## config.mk

```make
export PLATFORM = sky130hd
export DESIGN_NAME = useq_ctrl
export DESIGN_NICKNAME = d
export VERILOG_FILES = /design/src/rtl/useq_pkg.sv /design/src/rtl/useq_store.sv /design/src/rtl/useq_next.sv /design/src/rtl/useq_ctrl.sv
export SDC_FILE = /design/constraint.sdc
export NUM_CORES = 1
export LEC_CHECK = 0
export ABC_AREA = 1
export BUFFER_PORTS_ARGS = -buffer_cell sky130_fd_sc_hd__buf_2
export CORE_MARGIN = 5
export CORE_UTILIZATION = 35
export DETAILED_ROUTE_END_ITERATION = 16
export GPL_TIMING_DRIVEN = 1
export MAX_ROUTING_LAYER = met4
export PLACE_DENSITY_LB_ADDON = 0.3
export SLEW_MARGIN = 30
export SYNTH_ARGS = -nofsm -noshare
export SYNTH_HDL_FRONTEND = slang
export SYNTH_HIERARCHICAL = 1
export SYNTH_SLANG_ARGS = --single-unit
```

## constraint.sdc

```tcl
create_clock -name clk -period 2.3 [get_ports clk]
set_input_delay 0.115 -clock clk [delete_from_list [all_inputs] [get_ports clk]]
set_output_delay 0.115 -clock clk [all_outputs]
set_load 0.02 [all_outputs]
```

## src/rtl/useq_pkg.sv

```systemverilog
package useq_pkg;

  localparam int UA_W  = 4;
  localparam int CTL_W = 13;

  typedef struct packed {
    logic mar_pc;
    logic mar_ir;
    logic mar_sav;
    logic mbr_mem;
    logic mbr_pc;
    logic pc_inc;
    logic pc_isr;
    logic ir_all;
    logic ir_adr;
    logic reg_add;
    logic reg_and;
    logic rd;
    logic wr;
  } ctl_t;

  typedef enum logic [2:0] {
    BR_JMP = 3'd0,
    BR_SEQ = 3'd1,
    BR_IND = 3'd2,
    BR_IRQ = 3'd3,
    BR_DSP = 3'd4
  } br_e;

  typedef struct packed {
    ctl_t            ctl;
    br_e             br;
    logic [UA_W-1:0] tgt;
  } uword_t;

  localparam logic [CTL_W-1:0] C_MAR_PC  = 13'h1000;
  localparam logic [CTL_W-1:0] C_MAR_IR  = 13'h0800;
  localparam logic [CTL_W-1:0] C_MAR_SAV = 13'h0400;
  localparam logic [CTL_W-1:0] C_MBR_MEM = 13'h0200;
  localparam logic [CTL_W-1:0] C_MBR_PC  = 13'h0100;
  localparam logic [CTL_W-1:0] C_PC_INC  = 13'h0080;
  localparam logic [CTL_W-1:0] C_PC_ISR  = 13'h0040;
  localparam logic [CTL_W-1:0] C_IR_ALL  = 13'h0020;
  localparam logic [CTL_W-1:0] C_IR_ADR  = 13'h0010;
  localparam logic [CTL_W-1:0] C_ADD     = 13'h0008;
  localparam logic [CTL_W-1:0] C_AND     = 13'h0004;
  localparam logic [CTL_W-1:0] C_RD      = 13'h0002;
  localparam logic [CTL_W-1:0] C_WR      = 13'h0001;

  localparam logic [UA_W-1:0] A_FETCH = 4'd0;
  localparam logic [UA_W-1:0] A_INDIR = 4'd3;
  localparam logic [UA_W-1:0] A_INTR  = 4'd6;
  localparam logic [UA_W-1:0] A_ADD   = 4'd9;
  localparam logic [UA_W-1:0] A_AND   = 4'd12;
  localparam logic [UA_W-1:0] A_IDLE  = 4'd15;

  function automatic uword_t mk_uw(logic [CTL_W-1:0] c, br_e b, logic [UA_W-1:0] t);
    uword_t w;
    w.ctl = ctl_t'(c);
    w.br  = b;
    w.tgt = t;
    return w;
  endfunction

endpackage

```

## src/rtl/useq_store.sv

```systemverilog
module useq_store
  import useq_pkg::*;
(
  input  logic [UA_W-1:0] addr,
  output uword_t          word
);

  always_comb begin
    unique case (addr)
      4'd0:    word = mk_uw(C_MAR_PC,                   BR_SEQ, A_FETCH);
      4'd1:    word = mk_uw(C_RD | C_MBR_MEM | C_PC_INC, BR_SEQ, A_FETCH);
      4'd2:    word = mk_uw(C_IR_ALL,                   BR_IND, A_INDIR);
      4'd3:    word = mk_uw(C_MAR_IR,                   BR_SEQ, A_FETCH);
      4'd4:    word = mk_uw(C_RD | C_MBR_MEM,            BR_SEQ, A_FETCH);
      4'd5:    word = mk_uw(C_IR_ADR,                   BR_DSP, A_FETCH);
      4'd6:    word = mk_uw(C_MBR_PC,                   BR_SEQ, A_FETCH);
      4'd7:    word = mk_uw(C_MAR_SAV | C_PC_ISR,       BR_SEQ, A_FETCH);
      4'd8:    word = mk_uw(C_WR,                       BR_JMP, A_FETCH);
      4'd9:    word = mk_uw(C_MAR_IR,                   BR_SEQ, A_FETCH);
      4'd10:   word = mk_uw(C_RD | C_MBR_MEM,            BR_SEQ, A_FETCH);
      4'd11:   word = mk_uw(C_ADD,                      BR_IRQ, A_INTR);
      4'd12:   word = mk_uw(C_MAR_IR,                   BR_SEQ, A_FETCH);
      4'd13:   word = mk_uw(C_RD | C_MBR_MEM,            BR_SEQ, A_FETCH);
      4'd14:   word = mk_uw(C_AND,                      BR_IRQ, A_INTR);
      default: word = mk_uw('0,                         BR_IRQ, A_INTR);
    endcase
  end

endmodule

```

## src/rtl/useq_next.sv

```systemverilog
module useq_next
  import useq_pkg::*;
#(
  parameter int OP_W = 2
) (
  input  logic [UA_W-1:0] cur,
  input  br_e             br,
  input  logic [UA_W-1:0] tgt,
  input  logic [OP_W-1:0] opcode,
  input  logic            ir_ind,
  input  logic            irq,
  output logic [UA_W-1:0] nxt
);

  logic [UA_W-1:0] disp;

  always_comb begin
    if (opcode == OP_W'(0))      disp = A_AND;
    else if (opcode == OP_W'(1)) disp = A_ADD;
    else                         disp = A_IDLE;
  end

  always_comb begin
    unique case (br)
      BR_JMP:  nxt = tgt;
      BR_SEQ:  nxt = cur + UA_W'(1);
      BR_IND:  nxt = ir_ind ? tgt : disp;
      BR_IRQ:  nxt = irq ? tgt : A_FETCH;
      BR_DSP:  nxt = disp;
      default: nxt = A_FETCH;
    endcase
  end

endmodule

```

## src/rtl/useq_ctrl.sv

```systemverilog
module useq_ctrl
  import useq_pkg::*;
#(
  parameter int OP_W = 2
) (
  input  logic            clk,
  input  logic            rst_n,
  input  logic [OP_W-1:0] opcode,
  input  logic            ir_ind,
  input  logic            irq,
  input  logic            mem_rdy,
  output logic            mar_ld_pc,
  output logic            mar_ld_ir,
  output logic            mar_ld_sav,
  output logic            mbr_ld_mem,
  output logic            mbr_ld_pc,
  output logic            pc_inc,
  output logic            pc_ld_isr,
  output logic            ir_ld_mbr,
  output logic            ir_adr_ld,
  output logic            acc_ld_add,
  output logic            acc_ld_and,
  output logic            bus_rd,
  output logic            bus_wr
);

  logic [1:0]      rst_q;
  logic            rst_i;
  logic [UA_W-1:0] car_q;
  logic [UA_W-1:0] car_d;
  uword_t          cbr_q;
  uword_t          rom_word;
  logic            advance;
  logic [CTL_W-1:0] ctl_vec;

  // Reset synchronizer: asserts asynchronously, releases on the clock.
  always_ff @(posedge clk or negedge rst_n) begin
    if (!rst_n) rst_q <= 2'b00;
    else        rst_q <= {rst_q[0], 1'b1};
  end
  assign rst_i = rst_q[1];

  // A bus step waiting on memory freezes the sequencer.
  assign advance = !((cbr_q.ctl.rd || cbr_q.ctl.wr) && !mem_rdy);

  useq_next #(.OP_W(OP_W)) i_next (
    .cur    (car_q),
    .br     (cbr_q.br),
    .tgt    (cbr_q.tgt),
    .opcode (opcode),
    .ir_ind (ir_ind),
    .irq    (irq),
    .nxt    (car_d)
  );

  useq_store i_store (
    .addr (car_d),
    .word (rom_word)
  );

  // Reset word (all zero) is a quiet jump to the fetch entry.
  always_ff @(posedge clk or negedge rst_i) begin
    if (!rst_i) begin
      car_q <= A_FETCH;
      cbr_q <= '0;
    end else if (advance) begin
      car_q <= car_d;
      cbr_q <= rom_word;
    end
  end

  assign ctl_vec    = cbr_q.ctl;
  assign mar_ld_pc  = cbr_q.ctl.mar_pc;
  assign mar_ld_ir  = cbr_q.ctl.mar_ir;
  assign mar_ld_sav = cbr_q.ctl.mar_sav;
  assign mbr_ld_mem = cbr_q.ctl.mbr_mem;
  assign mbr_ld_pc  = cbr_q.ctl.mbr_pc;
  assign pc_inc     = cbr_q.ctl.pc_inc;
  assign pc_ld_isr  = cbr_q.ctl.pc_isr;
  assign ir_ld_mbr  = cbr_q.ctl.ir_all;
  assign ir_adr_ld  = cbr_q.ctl.ir_adr;
  assign acc_ld_add = cbr_q.ctl.reg_add;
  assign acc_ld_and = cbr_q.ctl.reg_and;
  assign bus_rd     = cbr_q.ctl.rd;
  assign bus_wr     = cbr_q.ctl.wr;

  AST_RESET_QUIET: assert property (@(posedge clk) !rst_i |-> (ctl_vec == '0));

  AST_FETCH_READ: assert property (@(posedge clk) disable iff (!rst_i)
    mar_ld_pc |=> (bus_rd && mbr_ld_mem && pc_inc));

  AST_IRQ_ENTRY: assert property (@(posedge clk) disable iff (!rst_i)
    ((acc_ld_add || acc_ld_and) && irq) |=> mbr_ld_pc);

  AST_INT_RETURN: assert property (@(posedge clk) disable iff (!rst_i)
    (bus_wr && mem_rdy) |=> mar_ld_pc);

  AST_STALL_HOLD: assert property (@(posedge clk) disable iff (!rst_i)
    ((bus_rd || bus_wr) && !mem_rdy) |=> ($stable(car_q) && $stable(ctl_vec)));

endmodule

```

== Yosys cells after proc, flatten, opt, wreduce, memory -nomap -nowiden ==
Memories as Yosys holds them, arrays and structs flattened. A register that Yosys moved wholly into a read port is not among the register bits.
Cells that the tools add are included.
Cells by class
  $add $sub $neg: 1
  equality and inequality tests: 5
  muxes and demuxes: 5
  reductions and logical operators: 7
Operator list (number)
  $pmux 4 s5: 1
  $mux 4: 3
  $eq 3x2->1 const B: 2
  $add 4x1->4 const B: 1
  $eq 3x1->1 const B: 1
  $eq 3x3->1 const B: 1
  $logic_not 1->1: 3
  $logic_not 3->1: 1
  $mux 3: 1
  $eq 2x1->1 const B: 1
  $logic_not 2->1: 1
  $logic_and 1x1->1: 1
  $logic_or 1x1->1: 1
Word-level totals
  register bits after elaboration: 10
  memory bits (read-only): 304
  output and inout bits: 13
  memories kept: 1
Memories
  (name not given): words 16, bits a word 19, rd ports 1, clocked after memory_dff 1, wr ports 0, RTL line useq_store.sv:9  | unique case (addr)

== Depth between registers and ports, before layout ==
  depth after elaboration: 5
  mapped depth: 15
  gate-level depth less buffers: 13

== Modules after synthesis ==
Netlist, hierarchy kept.
Modules (own cells, without submodules)
  useq_ctrl: instances 1, cells an instance 111, area each 1131.1 µm², seq. area each 650.6 µm²
  useq_next: instances 1, cells an instance 67, area each 309.0 µm², seq. area each 0.0 µm²
  useq_store: instances 1, cells an instance 46, area each 217.7 µm², seq. area each 0.0 µm²

== Least setup slack after synthesis ==
No wires, ideal clock.
  path type: register -> register
  start point: reg car_q[0]
  end point: reg, netlist name mbr_ld_mem
  library setup time: 0.117 ns
  arrival time: 1.638 ns
  data required time: 2.183 ns
  setup slack: 0.544 ns
  cell stages (with the launch flop): 12
  period minus slack after synthesis: 1.756 ns
  cells stage by stage: dfrtp_1 ha_1 xor2_1 nand2_1 nand4_1 nand2_1 nand2_1 nand3_1 nand2_1 buf_4 nand3_1 nand2_1
Between the ends
  cells in the longest elaborated chain, start to end: 2
RTL lines
  start, declared: RTL line useq_ctrl.sv:29  | logic [UA_W-1:0] car_q;
  start signal, assigned: RTL line useq_ctrl.sv:67  | car_q <= car_d;
  $add 4x1->4: RTL line useq_next.sv:26  | BR_SEQ: nxt = cur + UA_W'(1);
  $pmux 4 s5: RTL line useq_next.sv:24  | unique case (br)
  net car_d[2]: RTL line useq_ctrl.sv:30  | logic [UA_W-1:0] car_d;
The timed path passes the listed nets, and every way through them passes these cells.
A chain may end at the register's enable or synchronous reset.

== Worst setup path in the final report ==
  start point: reg, netlist name cbr_q[5]
  end point: reg, netlist name cbr_q[4]
Between the ends
  cells in the longest elaborated chain, start to end: 2
  elaborated cells between the ends (all ways): 6
RTL lines (RTL line)
  $eq 3x3->1, or another cell as far along: useq_next.sv:24
  $pmux 4 s5 (*): useq_next.sv:24
  net car_d[0]: useq_ctrl.sv:30
The timed path passes the listed nets; every way through them passes the cells marked *.

==> load_flow_metrics.sql <==
INSERT INTO impl_metrics (metric_group, metric, value, unit) VALUES
('run_status', 'run_status', 'finished, final reports clean', ''),
('power_and_ir_drop', 'ir_drop', '501.1', 'uV'),
('placement', 'dp_hpwl', '2559', 'um'),
('global_route', 'globalRouteOverflowTotal', '0', ''),
('layout', 'fin_nets', '242', ''),
('power_and_ir_drop', 'total_power', '2.312', 'mW'),
('floorplanning', 'die_h', '78.83', 'um'),
('drt', 'wire_per_inst', '12.37', 'um'),
('timing', 'final-hold-violation-count', '0', ''),
('global_route', 'grt_first_pass_wirelength', '6354', 'um'),
('power_and_ir_drop', 'p_leak', '0.9407', 'nW'),
('layout', 'post_layout_nonfiller_instances', '287', ''),
('critical_path', 'worst_ep_required_time', '2470', 'ps'),
('critical_path', 'worstSetupStartpointType', 'register', ''),
('floorplanning', 'starting_density', '35.57', '%'),
('drt', 'detail_route.first_pass.iterations', '4', ''),
('timing', 'final.min_clock_period', '1987', 'ps'),
('synthesis', 'netlist.area_leader.share', '39.25', '%'),
('floorplanning', 'fp.dieW', '78.83', 'um'),
('synthesis', 'synth_seq_cells', '26', ''),
('power_and_ir_drop', 'share_comb_of_total_power', '56.1', '%'),
('global_route', 'number_of_global_route_vias_before_repair', '1397', ''),
('timing', 'setup_violations', '0', ''),
('timing', 'final-max-slew-violation-count', '0', ''),
('placement', 'io_buffer_count', '19', ''),
('synthesis', 'synthesis.area', '1658', 'um^2'),
('clocking', 'worstSkewPairLatency', '270', 'ps'),
('clocking', 'ctsHtreeMaxLevel', '1', ''),
('synthesis', 'synth-warning-count', '6', ''),
('synthesis', 'synth.avg_cell_area', '7.401', 'um^2'),
('layout', 'highest_count_cells_in_the_layout_ignoring_fill_and_taps', 'sky130_fd_sc_hd__nand2_1, sky130_fd_sc_hd__nand3_1, sky130_fd_sc_hd__dfrtp_1, sky130_fd_sc_hd__nor2_1, sky130_fd_sc_hd__buf_2', ''),
('drt', 'route.detailed.vias_per_inst', '5.045', ''),
('critical_path', 'crit_type', 'register to register', ''),
('synthesis', 'postSynthCellCount', '224', ''),
('clocking', 'clk_path_buf_depth', '2', ''),
('floorplanning', 'ioPinCount', '20', ''),
('drt', 'final_wirelength', '3550', 'um'),
('synthesis', 'syn-num-nets', '232', ''),
('drt', 'antenna_violating_nets_post_route', '0', ''),
('synthesis', 'synth.distinct_cells', '26', ''),
('layout', 'syn_to_final_growth', '4.604', '%'),
('layout', 'final_layout_size_suffix_gt1_share', '16.74', '%'),
('placement', 'gpl.final_weighted_congestion', '0.8202', ''),
('timing', 'clock-skew-final', '4.372', 'ps'),
('flow_run', 'max_cap_viol_count', '0', ''),
('timing', 'max_clock_freq', '503.3', 'MHz'),
('clocking', 'tritoncts', 'yes', ''),
('clocking', 'cts_buffers', '3', ''),
('synthesis', 'post_synth_main_area_contributors', 'sky130_fd_sc_hd__dfrtp_1, sky130_fd_sc_hd__nand3_1, sky130_fd_sc_hd__nand2_1', ''),
('critical_path', 'ff2ff_path_depth', '11', ''),
('synthesis', 'post-synth-top-area-cell', 'sky130_fd_sc_hd__dfrtp_1', ''),
('floorplanning', 'placeableCoreArea', '4661', 'um^2'),
('layout', 'layout_commonest_cell', 'sky130_fd_sc_hd__nand2_1', ''),
('global_route', 'grt_max_degree', '25', ''),
('floorplanning', 'std_cell_rows', '25', ''),
('min_path', 'min-delay-path-class', 'input pin to asynchronous set/reset pin', ''),
('clocking', 'tritoncts_num_sinks', '26', ''),
('critical_path', 'critical_path_peak_fanout', '9', ''),
('power_and_ir_drop', 'cell_internal_pwr', '1.148', 'mW'),
('placement', 'count_of_placed_standard_cells_including_taps', '282', ''),
('power_and_ir_drop', 'power_frac_clock', '12.9', '%'),
('floorplanning', 'die-area', '6213', 'um^2'),
('power_and_ir_drop', 'power.switching', '1.164', 'mW'),
('timing', 'final.period_utilization', '86.39', '%'),
('critical_path', 'worst_setup_path_end_kind', 'register', ''),
('timing', 'layout_setup_ws', '313.1', 'ps'),
('critical_path', 'cp_data_arrival_time', '2160', 'ps'),
('global_route', 'initial_antenna_violation_count', '0', ''),
('layout', 'postLayoutCoreUtil', '37.21', '%'),
('synthesis', 'synth-seq-area-share', '39.25', '%'),
('power_and_ir_drop', 'sequentialPowerShare', '31.1', '%');
cells in the mapped netlist, drive strengths merged:
master and instances:
dfrtp 26, xor2 1, nor2 22, inv 16, nand3 56, buf 15, nand4 7, a21oi 1
clkbuf 1, o21ai 3, conb 2, nor3 3, o21bai 1, o22ai 1, ha 1, nand2 68
layout make-up:
cell class | instances | area (um^2)
clock buffers | 4 | 55.05
well taps | 54 | 67.56
multi-input cells | 166 | 785.8
inverters | 16 | 62.56
flip-flops and latches | 26 | 650.6
fillers | 473 | 2927
repair buffers | 21 | 112.6
stage by stage:
stage,instance area (um^2),hold slack [ps]
floorplan,1658,-180.6
global placement,1669,-97.37
detailed placement,1669,-96.63
CTS,1734,133.5
global route,1734,155.0
finish,1734,140.0
cells by family after synthesis:
logic type               after synthesis  synth area share (%)
other                                  2                0.4530
XOR/XNOR                               1                0.5284
AND/OR/NAND/NOR                      156                 43.62
buffers and inverters                 32                 13.36
AO/OA/AOI/OAI                          6                 2.038
adder cells (fa/ha/maj)                1                0.7546
flip-flops                            26                 39.25
final timing paths:
| kind | start | endpoint | slack (ps) |
|---|---|---|---|
| worst max-delay path | cbr_q[5]$_DFFE_PN0N_ | cbr_q[4]$_DFFE_PN0N_ | 310 |
| worst min-delay path | rst_n | rst_q[0]$_DFF_PN0_ | 140 |
| worst max register to register | cbr_q[5]$_DFFE_PN0N_ | cbr_q[4]$_DFFE_PN0N_ | 310 |
| worst min register to register | rst_q[1]$_DFF_PN0_ | acc_ld_and$_DFFE_PN0N_ | 200 |
| max in group asynchronous | rst_q[1]$_DFF_PN0_ | cbr_q[2]$_DFFE_PN0N_ | 1530 |
| min in group clk | mem_rdy | pc_ld_isr$_DFFE_PN0N_ | 230 |
worst max-delay path, stage by stage, from the launching register on:
cell and delay (ps):
sky130_fd_sc_hd__dfrtp_1 540, sky130_fd_sc_hd__nor2_1 120, sky130_fd_sc_hd__nand2_1 90, sky130_fd_sc_hd__nor2_1 50
sky130_fd_sc_hd__nor2_1 90, sky130_fd_sc_hd__nand4_1 330, sky130_fd_sc_hd__nor2_2 280, sky130_fd_sc_hd__nand2_1 120
sky130_fd_sc_hd__nand2_1 70, sky130_fd_sc_hd__nand2_1 60, sky130_fd_sc_hd__nand3_1 70, sky130_fd_sc_hd__nand2_1 50
flip-flops by register name, summed over array words and instances, names as in the netlist:
| signal | count |
|---|---|
| pc_inc | 1 |
| pc_ld_isr | 1 |
| mbr_ld_mem | 1 |
| ir_ld_mbr | 1 |
| mar_ld_sav | 1 |
| mar_ld_ir | 1 |
| acc_ld_add | 1 |
| cbr_q | 7 |
| mar_ld_pc | 1 |
| bus_rd | 1 |
| ir_adr_ld | 1 |
| car_q | 4 |
| mbr_ld_pc | 1 |
| rst_q | 2 |
| bus_wr | 1 |
| acc_ld_and | 1 |
power groups by stage:
stage / clock network, mW / logic, mW / registers, mW
final: 0.297 / 1.30 / 0.718
after detailed placement: 0 / 1.28 / 0.730
after CTS: 0.306 / 1.30 / 0.720
after global routing: 0.321 / 1.49 / 0.741
after floorplan: 0 / 1.14 / 0.770
after global placement: 0 / 1.29 / 0.730
metal layers:
layer | GRT usage [%] | routed length [um]
met4 | 2.577 | 34
met1 | 17.25 | 1724
met2 | 20.71 | 1639
met3 | 2.381 | 152
met5 | - | 0
timing repair:
item / in CTS / in global routing
hold buffers: 1 / 0
gates resized for setup: 0 / 0
endpoints found under the hold margin: 2 / 0
No activity file was read; power rests on OpenSTA's default activity.
